**config.mk**
```make
export PLATFORM = sky130hd
export DESIGN_NAME = insn_wdt
export DESIGN_NICKNAME = d
export VERILOG_FILES = /design/src/rtl/insn_wdt_pkg.sv /design/src/rtl/insn_wdt_arm.sv /design/src/rtl/insn_wdt_count.sv /design/src/rtl/insn_wdt_stretch.sv /design/src/rtl/insn_wdt.sv
export SDC_FILE = /design/constraint.sdc
export NUM_CORES = 1
export LEC_CHECK = 0
export ABC_CLOCK_PERIOD_IN_PS = 2050
export BUFFER_PORTS_ARGS = -buffer_cell sky130_fd_sc_hd__buf_2
export CORE_ASPECT_RATIO = 0.5
export CORE_MARGIN = 5
export CORE_UTILIZATION = 45
export CTS_CLUSTER_DIAMETER = 120
export DETAILED_ROUTE_END_ITERATION = 6
export GPL_TIMING_DRIVEN = 0
export RECOVER_POWER = 25
export SYNTH_ARGS = -nofsm -noshare
export SYNTH_HDL_FRONTEND = slang
export SYNTH_SLANG_ARGS = --single-unit
export TNS_END_PERCENT = 1
```
**constraint.sdc**
```tcl
create_clock -name clk -period 2.05 [get_ports clk]
set_input_delay 0.615 -clock clk [delete_from_list [all_inputs] [get_ports clk]]
set_output_delay 0.615 -clock clk [all_outputs]
set_load 0.02 [all_outputs]
```
**src/rtl/insn_wdt_pkg.sv**
```systemverilog
package insn_wdt_pkg;
  typedef enum logic [1:0] {
    PWR_RUN  = 2'b00,
    PWR_HALT = 2'b01,
    PWR_STOP = 2'b10,
    PWR_DEEP = 2'b11
  } pwr_e;
endpackage

```
**src/rtl/insn_wdt_arm.sv**
```systemverilog
module insn_wdt_arm (
  input  logic clk,
  input  logic rst,
  input  logic perm_en,
  input  logic busy,
  input  logic arm_stb,
  input  logic permit_stb,
  input  logic fire,
  output logic armed,
  output logic halt_ok
);
  logic en_q;
  logic hp_q;

  always_ff @(posedge clk) begin
    if (rst) begin
      en_q <= 1'b0;
      hp_q <= 1'b0;
    end else if (fire) begin
      if (!perm_en) begin
        en_q <= 1'b0;
        hp_q <= 1'b0;
      end
    end else if (!busy) begin
      if (arm_stb)
        en_q <= 1'b1;
      if (permit_stb && (en_q || perm_en))
        hp_q <= 1'b1;
    end
  end

  assign armed   = en_q | perm_en;
  assign halt_ok = hp_q | perm_en;

  // once armed, only a timeout can drop the armed state
  p_armed_sticky_r4: assert property (@(posedge clk) disable iff (rst)
    (en_q && !fire) |=> en_q);

  // a permit strobe while unarmed leaves the permit clear
  p_permit_needs_arm_r5: assert property (@(posedge clk) disable iff (rst)
    (permit_stb && !en_q && !perm_en && !hp_q) |=> !hp_q);

  // a timeout without the option clears the armed state
  p_fire_disarms_r10: assert property (@(posedge clk) disable iff (rst)
    (fire && !perm_en) |=> !en_q);
endmodule

```
**src/rtl/insn_wdt_count.sv**
```systemverilog
module insn_wdt_count #(
  parameter int TIMEOUT_CYC = 65536
) (
  input  logic clk,
  input  logic rst,
  input  logic cnt_en,
  input  logic clr,
  output logic fire
);
  localparam int CNT_W = (TIMEOUT_CYC > 2) ? $clog2(TIMEOUT_CYC) : 1;
  localparam logic [CNT_W-1:0] LAST = CNT_W'(TIMEOUT_CYC - 1);

  logic [CNT_W-1:0] cnt;

  assign fire = cnt_en && !clr && (cnt == LAST);

  always_ff @(posedge clk) begin
    if (rst || clr || fire)
      cnt <= '0;
    else if (cnt_en)
      cnt <= cnt + 1'b1;
  end

  // without enable or clear the count holds its value
  p_idle_hold_r6: assert property (@(posedge clk) disable iff (rst)
    (!cnt_en && !clr) |=> (cnt == $past(cnt)));

  // a clear always restarts the count from zero
  p_clear_zero_r3: assert property (@(posedge clk) disable iff (rst)
    clr |=> (cnt == '0));

  // the count never passes the timeout limit
  always_comb begin
    if (!rst) p_no_overflow_r2: assert (cnt <= LAST);
  end
endmodule

```
**src/rtl/insn_wdt_stretch.sv**
```systemverilog
module insn_wdt_stretch #(
  parameter int LEN = 24
) (
  input  logic clk,
  input  logic rst,
  input  logic fire,
  output logic req_q,
  output logic busy_q
);
  localparam int LEFT_W = (LEN > 2) ? $clog2(LEN) : 1;

  logic [LEFT_W-1:0] left;

  always_ff @(posedge clk) begin
    if (rst) begin
      req_q  <= 1'b0;
      busy_q <= 1'b0;
      left   <= '0;
    end else if (fire && !busy_q) begin
      req_q  <= 1'b1;
      busy_q <= 1'b1;
      left   <= LEFT_W'(LEN - 1);
    end else begin
      req_q <= 1'b0;
      if (busy_q) begin
        if (left == '0)
          busy_q <= 1'b0;
        else
          left <= left - 1'b1;
      end
    end
  end

  // the stretched reset always starts with the request cycle
  p_rise_with_req_r9: assert property (@(posedge clk) disable iff (rst)
    $rose(busy_q) |-> req_q);

  // the request lasts a single cycle
  p_req_single_r2: assert property (@(posedge clk) disable iff (rst)
    req_q |=> !req_q);
endmodule

```
**src/rtl/insn_wdt.sv**
```systemverilog
module insn_wdt
  import insn_wdt_pkg::*;
#(
  parameter int TIMEOUT_CYC = 65536,
  parameter int POR_CYC     = 6,
  parameter int EXTRA_CYC   = 18
) (
  input  logic       clk,
  input  logic       rst,
  input  logic       perm_en,
  input  logic [1:0] pwr_state,
  input  logic       wdt_op,
  input  logic       halt_op,
  output logic       wdt_rst_req,
  output logic       rst_out,
  output logic       flag_load,
  output logic       flag_z,
  output logic       flag_s,
  output logic       flag_v
);
  localparam int STRETCH = POR_CYC + EXTRA_CYC;

  pwr_e pwr;
  logic armed, halt_ok, busy, fire, cnt_en, clr, state_ok;

  assign pwr = pwr_e'(pwr_state);

  always_comb begin
    unique case (pwr)
      PWR_RUN:  state_ok = 1'b1;
      PWR_HALT: state_ok = halt_ok;
      default:  state_ok = perm_en;
    endcase
  end

  assign cnt_en = armed && !busy && state_ok;
  assign clr    = wdt_op && !busy;

  insn_wdt_arm u_arm (
    .clk        (clk),
    .rst        (rst),
    .perm_en    (perm_en),
    .busy       (busy),
    .arm_stb    (wdt_op),
    .permit_stb (halt_op),
    .fire       (fire),
    .armed      (armed),
    .halt_ok    (halt_ok)
  );

  insn_wdt_count #(.TIMEOUT_CYC(TIMEOUT_CYC)) u_count (
    .clk    (clk),
    .rst    (rst),
    .cnt_en (cnt_en),
    .clr    (clr),
    .fire   (fire)
  );

  insn_wdt_stretch #(.LEN(STRETCH)) u_stretch (
    .clk    (clk),
    .rst    (rst),
    .fire   (fire),
    .req_q  (wdt_rst_req),
    .busy_q (busy)
  );

  assign rst_out = busy;

  always_ff @(posedge clk) begin
    if (rst) begin
      flag_load <= 1'b0;
      flag_z    <= 1'b0;
      flag_s    <= 1'b0;
      flag_v    <= 1'b0;
    end else begin
      flag_load <= clr;
      if (clr) begin
        flag_z <= 1'b1;
        flag_s <= 1'b0;
        flag_v <= 1'b0;
      end
    end
  end

  // a flag load always carries Z=1, S=0, V=0
  p_flag_values_r11: assert property (@(posedge clk) disable iff (rst)
    flag_load |-> (flag_z && !flag_s && !flag_v));

  // stop without the option never times out
  p_stop_frozen_r7: assert property (@(posedge clk) disable iff (rst)
    ((pwr == PWR_STOP || pwr == PWR_DEEP) && !perm_en) |-> !fire);

  // halt without a permit never times out
  p_halt_frozen_r6: assert property (@(posedge clk) disable iff (rst)
    (pwr == PWR_HALT && !halt_ok) |-> !fire);

  // no timeout while the stretched reset is held
  p_no_fire_busy_r9: assert property (@(posedge clk) disable iff (rst)
    rst_out |-> !fire);
endmodule

```
==> reports/metrics.csv <==
stage,metric,value,unit
yosys,netlist-cell-type-count,32,
floorplanning,dieHeight,46.8,um
yosys,synth_ff_type,dfxtp_1,
drt,num_vias,949,
yosys,synth_edf_count,0,
power_and_ir_drop,p_seq_frac,0.604,
power_and_ir_drop,power_frac_clock,0.334,
power_and_ir_drop,power_frac_comb,0.062,
clocking,cts_tree,yes,
yosys,ys_ff_latch,27,
run_status,status,finished clean,
placed_design,placed_area,0.00132,mm^2
drt,drc,0,
drt,first_pass_iters,4,
placed_design,gp_congestion,0.760,
power_and_ir_drop,swShare,0.220,
clocking,post_cts_buffers,0,
timing,final.min_clock_period,1870,ps
power_and_ir_drop,power_leakage,0.470,nW
yosys,synth_area,0.00122,mm^2
job,cap_violations,0,
global_routing,grt_pass1_wl,3760,um
final_layout,drive_gt1_frac,0.138,
placed_design,io_buffer_count,10,
floorplanning,die-area,0.00391,mm^2
global_routing,grt_pass1_vias,850,
yosys,yosys_warnings,0,
clocking,clkSinkCount,27,
clocking,cts_max_path_buffers,2,
power_and_ir_drop,peakVddDrop,0.247,mV
global_routing,gr-total-overflow,0,
clocking,clkSlewWorstSetupHoldPaths,90,ps
yosys,yosysTopAreaCellShare,0.444,
power_and_ir_drop,p_sw,0.195,mW
min_path,hp-class,flop to flop,
yosys,yosys.area.top_type,dfxtp_1,
drt,ant_nets,0,
timing,rsz0062_at_grt,no,
power_and_ir_drop,internal-power,0.691,mW
setup_path,crit_path_max_fanout,10,
setup_path,arrival,2010,ps
final_layout,num_antenna_cells,0,
drt,drtIter0Drc,31,
floorplanning,io_pins,13,
final_layout,layout.nets,162,
yosys,syn_avg_cell_area,8.90,um^2
floorplanning,initial_utilization,0.471,
clocking,numCtsBuffers,3,
min_path,hold_start,flag_z$_SDFFE_PP0P_,
timing,slew_headroom,0.554,
yosys,synth.top_cells.by_count,"27 x dfxtp_1, 20 x nor2_1, 16 x xnor2_1, 9 x a21oi_1, 8 x nand2_1",
final_layout,nFillCells,269,
clocking,htreeDepth,1,
final_layout,seq_area,541,um^2
placed_design,hpwl,1570,um
yosys,synth_most_common_cell,dfxtp_1,
final_layout,multi_input_area,621,um^2
drt,routed_wl,2170,um
floorplanning,rows,13,
global_routing,antenna_found_initial,0,
setup_path,crit_path_end_kind,flop,
min_path,min_path_cells,2,
floorplanning,die_w,83.6,um
yosys,ys_top_cells_by_area,"dfxtp_1 44%, xnor2_1 11%, nor2_1 6.2%",
setup_path,critPathKind,flop to flop,
timing,worst-slew-pin-transition,661,ps
setup_path,setup.worst_path.start,u_stretch.busy_q$_SDFF_PP0_,
drt,wire_per_inst,11.5,um
clocking,clock_latency,270,ps
timing,finalHoldViolations,0,
clocking,ctsRootBufferMaster,clkbuf_8,
setup_path,cp.required,2200,ps
final_layout,fin_area,0.00137,mm^2
final_layout,syn_to_final_growth,12.3,%
timing,post-route-period-util,0.911,
final_layout,post-route-util,0.529,
setup_path,r2r_cells,7,
global_routing,grt_max_degree,15,
drt,via_per_inst,5.02,
yosys,syn_inst,137,
setup_path,r2r_start,u_stretch.busy_q$_SDFF_PP0_,
timing,fin_skew,3.04,ps
yosys,yosysSeqAreaShare,0.444,
timing,slew_violations,0,
floorplanning,core,0.00259,mm^2
power_and_ir_drop,pwr_density_cell,647,mW/mm^2
timing,setup_viol,0,
yosys,postSynth.asyncResetShare,0,
setup_path,worstSetupStartpointType,flop,
global_routing,grt_use_total,0.122,
timing,timing.fmax,535,MHz
-- stage by stage --
stage / TNS [ps] / std cells / setup WS [ps] / hold WS [ps] / power, mW
6_report: 0 / 189 / 182 / 450 / 0.886
5_1_grt: 0 / 189 / 35.4 / 490 / 0.929
4_1_cts: 0 / 189 / 56.7 / 452 / 0.897
3_5_place_dp: -2650 / 185 / -207 / 439 / 0.602
3_3_place_gp: -2440 / 185 / -193 / 438 / 0.601
2_1_floorplan: 0 / 138 / 140 / 459 / 0.585
-- critical path, stage by stage (launching register included) --
cell and delay (ps):
dfxtp_1 330, buf_2 200, nand2b_2 210, nand4_1 110, or4_4 510, buf_6 160
a31oi_1 150, nor3_1 70
-- routing by layer --
layer  global-route usage  wire length (um)
met5                    0                 0
met2                0.201               916
met3               0.0455                95
met4               0.0385                 8
met1                0.154              1150
-- power by group through the flow --
stage | registers (mW) | logic (mW) | clock network (mW)
CTS | 0.535 | 0.0543 | 0.308
global placement | 0.547 | 0.0539 | 0
finish | 0.535 | 0.0551 | 0.296
floorplan | 0.550 | 0.0347 | 0
global route | 0.537 | 0.0622 | 0.330
detailed placement | 0.548 | 0.0543 | 0
-- repair_timing --
action,4_1_cts,5_1_grt
endpoints found under the setup margin,0,12
gates resized for setup,0,3
hold buffers,0,0
-- cell usage in the layout, fill, tap and decap left out, types with 2 or more instances in the layout --
cell type / n
inv_1: 7
nor4b_1: 3
ha_1: 2
o21ai_0: 2
nand2b_2: 2
conb_1: 2
nand2b_1: 2
dfxtp_1: 27
nor2_1: 20
nor4_1: 7
nand3_1: 2
nand4_1: 3
buf_4: 3
xnor2_1: 16
buf_2: 6
a21oi_1: 9
clkbuf_1: 8
nand2_1: 8
clkbuf_8: 3
nor3_1: 5
-- state kept, by name (all words and copies together) (netlist names) --
| signal | flops |
|---|---|
| u_count.cnt | 16 |
| u_stretch.busy_q | 1 |
| u_stretch.left | 5 |
| u_stretch.req_q | 1 |
| u_arm.en_q | 1 |
| u_arm.hp_q | 1 |
| flag_z | 1 |
| flag_load | 1 |
-- final timing paths --
kind	to	slack (ps)
max	u_arm.hp_q$_SDFFE_PP0P_	180
min	flag_z$_SDFFE_PP0P_	450
max reg2reg	u_arm.hp_q$_SDFFE_PP0P_	180
min reg2reg	flag_z$_SDFFE_PP0P_	450
-- kinds of logic (layout without fill, tap and decap cells) --
kind of cell	Yosys count	after routing	synth area share
XOR/XNOR	17	17	0.122
AND/OR/NAND/NOR	60	60	0.264
flip-flops	27	27	0.444
buffers and inverters	14	28	0.0595
other	1	2	0.00308
AO/OA/AOI/OAI	16	16	0.0873
adder cells (fa/ha/maj)	2	2	0.0205
-- layout make-up --
cell class / count / area share
Tap cell: 37 / 0.0338
Buffer: 7 / 0.0338
Clock buffer: 4 / 0.0329
Sequential cell: 27 / 0.395
Timing Repair Buffer: 10 / 0.0320
Multi-Input combinational cell: 97 / 0.453
Inverter: 7 / 0.0192
Power figures use the tool's default switching activity.
